**src/rtl/irq_lvl_pkg.sv**
```systemverilog
package irq_lvl_pkg;

    localparam int NSRC    = 4;
    localparam int CAUSE_W = 3;

    // source slots, ordered by rising urgency
    localparam int SRC_DEV  = 0;
    localparam int SRC_TMR  = 1;
    localparam int SRC_IPI  = 2;
    localparam int SRC_MCHK = 3;
    localparam int IDX_W    = $clog2(NSRC);

    typedef enum logic [CAUSE_W-1:0] {
        CZ_NONE = 3'd0,
        CZ_DEV  = 3'd1,
        CZ_TMR  = 3'd2,
        CZ_IPI  = 3'd3,
        CZ_MCHK = 3'd4
    } cause_e;

    typedef struct packed {
        logic             valid;
        logic [IDX_W-1:0] idx;
    } pick_t;

    function automatic cause_e idx_to_cause(input logic [IDX_W-1:0] idx);
        cause_e c;
        case (idx)
            2'd0:    c = CZ_DEV;
            2'd1:    c = CZ_TMR;
            2'd2:    c = CZ_IPI;
            default: c = CZ_MCHK;
        endcase
        return c;
    endfunction

endpackage

```
**src/rtl/irq_lvl_mask.sv**
```systemverilog
module irq_lvl_mask
    import irq_lvl_pkg::*;
#(
    parameter int IPL_W = 3,
    parameter logic [NSRC*IPL_W-1:0] LIMITS = '0
) (
    input  logic [NSRC-1:0]  req,
    input  logic [IPL_W-1:0] ipl,
    input  logic             priv_mode,
    output logic [NSRC-1:0]  elig
);

    for (genvar s = 0; s < NSRC; s++) begin : g_src
        localparam logic [IPL_W-1:0] LIM = LIMITS[s*IPL_W +: IPL_W];
        always_comb elig[s] = req[s] && !priv_mode && (ipl <= LIM);
    end

endmodule

```
**src/rtl/irq_lvl_pick.sv**
```systemverilog
module irq_lvl_pick
    import irq_lvl_pkg::*;
(
    input  logic [NSRC-1:0] elig,
    output pick_t           pick
);

    always_comb begin
        pick = '0;
        for (int s = 0; s < NSRC; s++) begin
            if (elig[s]) begin
                pick.valid = 1'b1;
                pick.idx   = IDX_W'(s);
            end
        end
    end

endmodule

```
**src/rtl/irq_lvl_arb.sv**
```systemverilog
module irq_lvl_arb
    import irq_lvl_pkg::*;
#(
    parameter int IPL_W    = 3,
    parameter int DEV_MAX  = 3,
    parameter int TMR_MAX  = 4,
    parameter int IPI_MAX  = 5,
    parameter int MCHK_MAX = 6
) (
    input  logic             clk,
    input  logic             rst,
    input  logic             dev_req,
    input  logic             tmr_req,
    input  logic             ipi_req,
    input  logic             mchk_req,
    input  logic [IPL_W-1:0] cur_ipl,
    input  logic             priv_mode,
    output logic             take,
    output logic [2:0]       cause,
    output logic             err_clear
);

    localparam logic [NSRC*IPL_W-1:0] LIMITS = {
        IPL_W'(MCHK_MAX), IPL_W'(IPI_MAX), IPL_W'(TMR_MAX), IPL_W'(DEV_MAX)
    };

    logic [NSRC-1:0] req_vec;
    logic [NSRC-1:0] elig;
    pick_t           pick;
    logic            take_q;
    logic            err_q;
    cause_e          cause_q;
    logic            fire;

    always_comb begin
        req_vec           = '0;
        req_vec[SRC_DEV]  = dev_req;
        req_vec[SRC_TMR]  = tmr_req;
        req_vec[SRC_IPI]  = ipi_req;
        req_vec[SRC_MCHK] = mchk_req;
    end

    irq_lvl_mask #(
        .IPL_W  (IPL_W),
        .LIMITS (LIMITS)
    ) u_mask (
        .req       (req_vec),
        .ipl       (cur_ipl),
        .priv_mode (priv_mode),
        .elig      (elig)
    );

    irq_lvl_pick u_pick (
        .elig (elig),
        .pick (pick)
    );

    // one-cycle hold-off after each take
    always_comb fire = pick.valid && !take_q;

    always_ff @(posedge clk) begin
        if (rst) begin
            take_q  <= 1'b0;
            err_q   <= 1'b0;
            cause_q <= CZ_NONE;
        end else begin
            take_q <= fire;
            err_q  <= fire;
            if (fire) begin
                cause_q <= idx_to_cause(pick.idx);
            end
        end
    end

    assign take      = take_q;
    assign err_clear = err_q;
    assign cause     = cause_q;

endmodule

```
**config.mk**
```make
export PLATFORM = sky130hd
export DESIGN_NAME = irq_lvl_arb
export DESIGN_NICKNAME = d
export VERILOG_FILES = /design/src/rtl/irq_lvl_pkg.sv /design/src/rtl/irq_lvl_mask.sv /design/src/rtl/irq_lvl_pick.sv /design/src/rtl/irq_lvl_arb.sv
export SDC_FILE = /design/constraint.sdc
export NUM_CORES = 1
export LEC_CHECK = 0
export ABC_AREA = 1
export CORE_AREA = 4 4 41 43
export DETAILED_ROUTE_END_ITERATION = 10
export DIE_AREA = 0 0 45 47
export HOLD_SLACK_MARGIN = 0.03
export SYNTH_ARGS = -nofsm -noshare
export SYNTH_HDL_FRONTEND = slang
export SYNTH_SLANG_ARGS = --single-unit
export TNS_END_PERCENT = 1
```
**constraint.sdc**
```tcl
create_clock -name clk -period 2.7 [get_ports clk]
set_input_delay 0.675 -clock clk [delete_from_list [all_inputs] [get_ports clk]]
set_output_delay 0.675 -clock clk [all_outputs]
set_load 0.01 [all_outputs]
```
=== After elaboration in Yosys (flattened, before gate mapping) ===
Cells that the tools add are included.

* Flip-flop bits (word level): 4
* Input port bits: 10
* Output and inout bits: 5
* Word-level logic and storage cells: 25

* Order comparisons: 4
* Eq/ne operators: 2
* Multiplexer cells: 5
* Reduce and logical (&&, ||, !) cells: 12

{| class="wikitable"
|+ Operators by type and width
! cell !! count
|-
| $mux 3 || 4
|-
| $le 3x3->1 const B || 3
|-
| $logic_and 1x1->1 || 9
|-
| $pmux 3 s3 || 1
|-
| $le 3x2->1 const B || 1
|-
| $eq 2x1->1 const B || 1
|-
| $eq 2x2->1 const B || 1
|-
| $logic_not 1->1 || 2
|-
| $logic_not 2->1 || 1
|}

=== Depth between registers and ports, before layout ===
Gate-level depths: netlist (run 1).

* Word-level depth: 9
* Gate-level depth with buffers: 9
* Depth with buffers taken out: 9

=== Hierarchy ===
Synthesis (run 1) repeated with hierarchy kept, for this count alone.

* Cell total of the unflattened synthesis: 51
* Area, all modules: 309.0 sq um

{| class="wikitable"
|+ Modules (own cells, without submodules)
! module !! times used !! cells an instance !! area an instance (sq um) !! sequential area each (sq um)
|-
| irq_lvl_arb || 1 || 28 || 215.2 || 80.1
|-
| irq_lvl_mask || 1 || 15 || 61.3 || 0.0
|-
| irq_lvl_pick || 1 || 8 || 32.5 || 0.0
|}

=== Worst setup path after synthesis (run 1) ===
No wires, ideal clock.

* Kind: input -> register
* Start: input mchk_req
* End: register cause_q[2] (netlist: cause[2])
* Library setup time: 116 ps
* Data arrival time: 1192 ps
* Data required time: 2584 ps
* Path slack: 1392 ps
* Stages: 9
* Path buffers: 0
* Path through: inv_1 > nor2_2 > nand2_2 > nand2_1 > inv_1 > nand2_2 > nand2_2 > nand2_1 > a21oi_1

* Word-level cells in the longest chain between the ends: 5
* Elaborated cells between the ends (all ways): 8
* Those cells by class: eq/ne: 2; mux: 2; reduce/logical: 4

{| class="wikitable"
|+ RTL lines
! what !! line !! text
|-
| start, declared || irq_lvl_arb.sv:15 || <nowiki>input logic mchk_req,</nowiki>
|-
| $logic_and 1x1->1 (*) (2 in a row) || irq_lvl_mask.sv:15 || <nowiki>always_comb elig[s] = req[s] && !priv_mode && (ipl <= LIM);</nowiki>
|-
| $mux 3 (*) || irq_lvl_pick.sv:11 || <nowiki>if (elig[s]) begin</nowiki>
|-
| $eq 2x2->1 (tied with other cells) || irq_lvl_pkg.sv:28 || <nowiki>case (idx)</nowiki>
|-
| $pmux 3 s3 || irq_lvl_pkg.sv:28 ||
|-
| end signal, assigned || irq_lvl_arb.sv:70 || <nowiki>cause_q <= idx_to_cause(pick.idx);</nowiki>
|-
| end, declared || irq_lvl_arb.sv:32 || <nowiki>cause_e cause_q;</nowiki>
|}

Every way passes the cells marked *; elsewhere a longest branch is shown, timed or not.
A chain may end at the register's enable or synchronous reset.

=== Worst setup path after layout (run 1) ===
* Start: register err_q (netlist: err_clear)
* End: output err_clear

{| class="wikitable"
|+ RTL lines
! what !! line !! text
|-
| start, declared || irq_lvl_arb.sv:31 || <nowiki>logic err_q;</nowiki>
|-
| start signal, assigned || irq_lvl_arb.sv:68 || <nowiki>err_q <= fire;</nowiki>
|-
| end, declared || irq_lvl_arb.sv:20 || <nowiki>output logic err_clear</nowiki>
|}

No word-level cell between the ends.

==> results by group, run 1 <==
Timing
  – Clk_skew: 0.0866 ps
  – Final worst setup slack: 862 ps
  – Worst-Margin Slew: 166 ps
  – Final min period: 1840 ps
  – TNS Setup: 0 ps
  – Final hold violation count: 0
  – Slew Viols, Final: 0
  – RSZ-0062 raised after global routing: false
  – Final setup fails: 0
  – Max transition margin: 88.9%
  – FMAX: 0.544 GHz
  – Crit share post-route: 68.1%

Worst setup path
  – CP max stage delay: 560 ps
  – Crit path kind: reg -> out
  – CP max-delay cell: clkdlybuf4s50_1
  – R2R setup slack: 1890 ps
  – Worst-path fanout max: 4
  – Top delay family on crit path: buffers and inverters
  – CP Data Required Time: 2030 ps
  – Bufs and invs on worst path: 1
  – Crit start category: flip-flop
  – Critical-path cell list: clkdlybuf4s50_1
  – Reg-to-reg critical path startpoint: err_clear
  – Setup crit end kind: primary output
  – Data arrival, critical path: 1160 ps
  – R2R Path End: cause[1]
  – Worst Reg2Reg Path Length in Cells: 4

Cells and area
  – Share of layout cells above drive strength 1: 23.2%
  – Ant. Diodes: 0
  – Commonest cells after routing, fill and taps aside: 14 x clkdlybuf4s50_1, 8 x nand2_1, 6 x nand2_2
  – Final #Nets: 68
  – Synth-to-Final Area Change: 67.1%
  – Most common cell after layout, fill and taps aside: clkdlybuf4s50_1
  – Final Core Density: 33.3%

Synth
  – Yosys warning count: 0
  – Post-Synthesis Cells: 40
  – Synth cell types: 12
  – Register area share after synthesis: 30.9%
  – Synth Area per Inst: 6.47 um2
  – Top cell type's share of synthesized area: 30.9%
  – Synth area leaders: dfxtp_1 31%, nand2_2 14%, nand2_1 12%
  – Synthesized area: 259 um2
  – Syn_nets: 50
  – Yosys top cell by area: dfxtp_1
  – Synth Register Bits: 4

Clock tree
  – Hold-fix buffers at CTS: 0
  – Worst-Skew Late Latency: 230 ps
  – Root Driver: clkbuf_4
  – CTS tree: built
  – Sink Count: 4
  – Setup bufs post-CTS: 0
  – CTS Buf Count: 3
  – Post-CTS sizing: 0
  – Worst-path clk slew: 40 ps
  – Htree depth: 1
  – Maximum clock path buffer count: 2

Detailed routing
  – Via Count: 277
  – Iteration-0 DRC Markers: 4
  – WL final: 632 um
  – Vias per cell: 3.90
  – # DRC: 0
  – Routed len/inst: 8.90 um
  – Initial DRT Pass Iterations: 2
  – Post-route ant nets: 0

Placed design
  – RePlAce Congestion: 0.726
  – Port bufs: 14
  – Post-detail-place hpwl: 520 um
  – Pre-CTS setup slack: 790 ps

Global routing
  – Largest net degree at the start of global routing: 5
  – Antenna violations before repair: 0
  – Grt ovf: 0
  – Vias in the first global route: 263
  – GRT Util Overall: 7.03%
  – First-pass GRT wire length: 1010 um

Floorplan
  – FP Rows: 13
  – IO Pins: 15
  – Die Ht: 47 um
  – Initial Utilization: 19.9%
  – Placeable Area: 1300 um2
  – DIE AREA: 2120 um2
  – Die width: 45 um

Worst hold path
  – Worst Hold Path Cells: 2
  – HP Class: reg -> reg
  – Hold path startpoint: cause[2]
  – WHS Endpoint: cause[2]

Outcome
  – Outcome: finished, final reports clean

Power and ir drop
  – Worst VDD drop: 0.162 mV
  – PD cells: 458 nW/um2
  – Leak Pwr: 0.193 nW

Flow run
  – Max_cap viols: 0
## power by group
group	total, mW	switching [mW]	internal, mW
sequential	0.0682	0.00334	0.0648
combinational	0.0581	0.0260	0.0321
clock	0.0720	0.0225	0.0496
total	0.198	0.0518	0.146
## layout make-up
class | count | area, um2
fillers | 153 | 868
repair buffers | 14 | 140
flip-flops and latches | 4 | 80.1
clock buffers | 3 | 22.5
well taps | 15 | 18.8
multi-input cells | 29 | 149
inverters | 6 | 22.5
## sequential cells by signal (all words and copies together) (netlist names)
signal     flops
cause          3
err_clear      1
## how the worst max path moves through the flow
| stage | depth (start not counted) | from | end | slack, ps |
|---|---|---|---|---|
| after global placement | 9 | cur_ipl[2] | cause[2] | 820 |
| after floorplan | 9 | mchk_req | cause[2] | 1390 |
| after global routing | 1 | err_clear | err_clear | 810 |
| after CTS | 1 | err_clear | err_clear | 840 |
| final | 1 | err_clear | err_clear | 860 |
| after detailed placement | 9 | priv_mode | cause[1] | 790 |
## cells in the mapped netlist, drive strengths merged
| cell | n |
|---|---|
| a21oi | 3 |
| nand2 | 14 |
| nand3 | 5 |
| inv | 6 |
| nor2 | 6 |
| dfxtp | 4 |
| nand4 | 1 |
| buf | 1 |
## cells by family (layout without fill, tap and decap cells)
kind of cell	Yosys count	count (layout)	share of synthesized area [%]
AO/OA/AOI/OAI	3	3	5.80
flip-flops	4	4	30.9
buffers and inverters	7	23	11.6
AND/OR/NAND/NOR	26	26	51.7
## routing by layer
metal  track usage (%)  vias to the layer above  share of wire (%)
li1                  -                      156                  -
met1              8.86                      111                 48
met2              9.04                       10                 43
met3              1.15                        0                9.0
met4              8.77                        0                  0
met5                 0                        -                  0
## metrics by stage
stage	hold WS, ps	area (um2)	power [mW]	instances
2_1_floorplan	477	259	0.0968	40
3_3_place_gp	450	410	0.128	68
3_5_place_dp	457	410	0.128	68
4_1_cts	467	433	0.205	71
5_1_grt	486	433	0.212	71
6_report	461	433	0.198	71
## worst register-to-register path, delay by kind of cell (launching register included)
kind | cells | cell delay (ps)
AO/OA/AOI/OAI | 1 | 120
buffers and inverters | 1 | 100
flip-flops | 1 | 370
AND/OR/NAND/NOR | 2 | 150
(Power assumes the default switching activity.)
==> run 2, diff against run 1 <==
clock period = 1.7 ns   (was 2.7 ns; I/O delays follow)
==> run 2 against run 1 <==
Wire length grew 1.3%. Critical path depth is the same. Largest power group unchanged. Cell count is the same. Critical path type unchanged. Combinational power grew 60%. Clock skew is essentially flat. Register-to-register slack lost 990 ps. Largest cell class unchanged. Highest routed layer is now met4. Sequential power grew 58%. Clock power grew 62%.
==> results by group, run 2 (synthesis gave the netlist of run 1 again) <==
Timing
  – Clk_skew: 0.161 ps (was 0.0866 ps)
  – Crit share post-route: 93.1%
  – TNS Setup: 0 ps (unchanged)
  – Final min period: 1580 ps
  – RSZ-0062 raised after global routing: false (unchanged)
  – FMAX: 0.632 GHz
  – Final hold violation count: 0 (unchanged)
  – Worst-Margin Slew: 170 ps (was 166 ps)
  – Slew Viols, Final: 0 (unchanged)
  – Max transition margin: 88.6% (was 88.9%)
  – Final Hold Slack: 461 ps (about the same)
  – Final worst setup slack: 117 ps (was 862 ps)
  – Final setup fails: 0 (unchanged)

Floorplan
  – DIE AREA: 2120 um2 (unchanged)
  – Initial Utilization: 19.9% (unchanged)
  – Die width: 45 um (unchanged)
  – FP Rows: 13 (unchanged)
  – IO Pins: 15 (unchanged)
  – Placeable Area: 1300 um2 (unchanged)
  – Die Ht: 47 um (unchanged)

Global routing
  – GRT Util Overall: 6.64% (was 7.03%)
  – Vias in the first global route: 260 (was 263)
  – Largest net degree at the start of global routing: 5 (unchanged)
  – Antenna violations before repair: 0 (unchanged)
  – Grt ovf: 0 (unchanged)
  – First-pass GRT wire length: 1010 um (about the same)

Detailed routing
  – Via Count: 282 (was 277)
  – # DRC: 0 (unchanged)
  – Post-route ant nets: 0 (unchanged)
  – Iteration-0 DRC Markers: 1 (was 4)
  – Routed len/inst: 9.01 um (was 8.90 um)
  – Vias per cell: 3.97 (was 3.90)
  – WL final: 640 um (was 632 um)
  – Initial DRT Pass Iterations: 2 (unchanged)

Clock tree
  – Htree depth: 1 (unchanged)
  – CTS Buf Count: 3 (unchanged)
  – Hold-fix buffers at CTS: 0 (unchanged)
  – CTS tree: built (unchanged)
  – Setup bufs post-CTS: 0 (unchanged)
  – Root Driver: clkbuf_4 (unchanged)
  – Worst-Skew Late Latency: 230 ps (about the same)
  – Maximum clock path buffer count: 2 (unchanged)
  – Sink Count: 4 (unchanged)
  – Worst-path clk slew: 40 ps (about the same)
  – Post-CTS sizing: 0 (unchanged)

Worst setup path
  – CP max stage delay: 560 ps (about the same)
  – Setup crit end kind: primary output (unchanged)
  – Crit start category: flip-flop (unchanged)
  – Critical-path cell list: clkdlybuf4s50_1 (unchanged)
  – Data arrival, critical path: 1160 ps (about the same)
  – Crit path kind: reg -> out (unchanged)
  – CP Data Required Time: 1270 ps (was 2030 ps)
  – Top delay family on crit path: buffers and inverters (unchanged)
  – Bufs and invs on worst path: 1 (unchanged)
  – CP max-delay cell: clkdlybuf4s50_1 (unchanged)
  – Worst-path fanout max: 4 (unchanged)

Cells and area
  – Commonest cells after routing, fill and taps aside: 14 x clkdlybuf4s50_1, 8 x nand2_1, 6 x nand2_2 (unchanged)
  – Most common cell after layout, fill and taps aside: clkdlybuf4s50_1 (unchanged)
  – Share of layout cells above drive strength 1: 23.2% (unchanged)
  – Final Core Density: 33.3% (unchanged)
  – Synth-to-Final Area Change: 67.1% (unchanged)
  – # fillers: 150 (was 153)
  – Ant. Diodes: 0 (unchanged)
  – Final #Nets: 68 (unchanged)
  – Max reg flops: 3 (unchanged)

Power and ir drop
  – Leak Pwr: 0.193 nW (unchanged)
  – Worst VDD drop: 0.308 mV (was 0.162 mV)
  – PD cells: 735 nW/um2 (was 458 nW/um2)

Flow run
  – Max_cap viols: 0 (unchanged)

Worst hold path
  – HP Class: reg -> reg (unchanged)

Placed design
  – Post-detail-place hpwl: 521 um (was 520 um)
  – Pre-CTS setup slack: 47.3 ps (was 790 ps)
  – RePlAce Congestion: 0.681 (was 0.726)
  – Port bufs: 14 (unchanged)

Outcome
  – Outcome: finished, final reports clean (unchanged)
-- run 2: final timing paths --
kind | from | end | slack, ps | cells past startpoint
worst min register to register | cause[1] | cause[1] | 460 | 2
worst max register to register | err_clear | cause[0] | 900 | 3
worst max-delay path | err_clear | err_clear | 120 | 1
worst min-delay path | cause[1] | cause[1] | 460 | 2
-- run 2: layer usage --
metal	routed length [um]	up-vias	part of all wire [%]	track usage, %
met5	0	-	0	0
met4	20	0	3.1	7.02
met3	63	2	9.8	1.15
met2	258	12	40	9.60
met1	298	111	47	7.97
li1	-	157	-	-
-- run 2: final cells by class --
| cell class | count | area [um2] | area share, % |
|---|---|---|---|
| clock buffers | 3 | 22.5 | 5.20 |
| well taps | 15 | 18.8 | 4.34 |
| flip-flops and latches | 4 | 80.1 | 18.5 |
| inverters | 6 | 22.5 | 5.20 |
| multi-input cells | 29 | 149 | 34.4 |
| repair buffers | 14 | 140 | 32.4 |
-- run 2: report_power, final --
group	internal (mW)	total, mW	switching, mW
clock network	0.0789	0.117	0.0383
logic	0.0510	0.0927	0.0417
registers	0.103	0.108	0.00536
-- run 2: metrics by stage --
step	instance area [um2]	cells	total power [mW]
finish	433	71	0.318
global route	433	71	0.341
CTS	433	71	0.329
detailed placement	410	68	0.204
global placement	410	68	0.203
floorplan	259	40	0.154
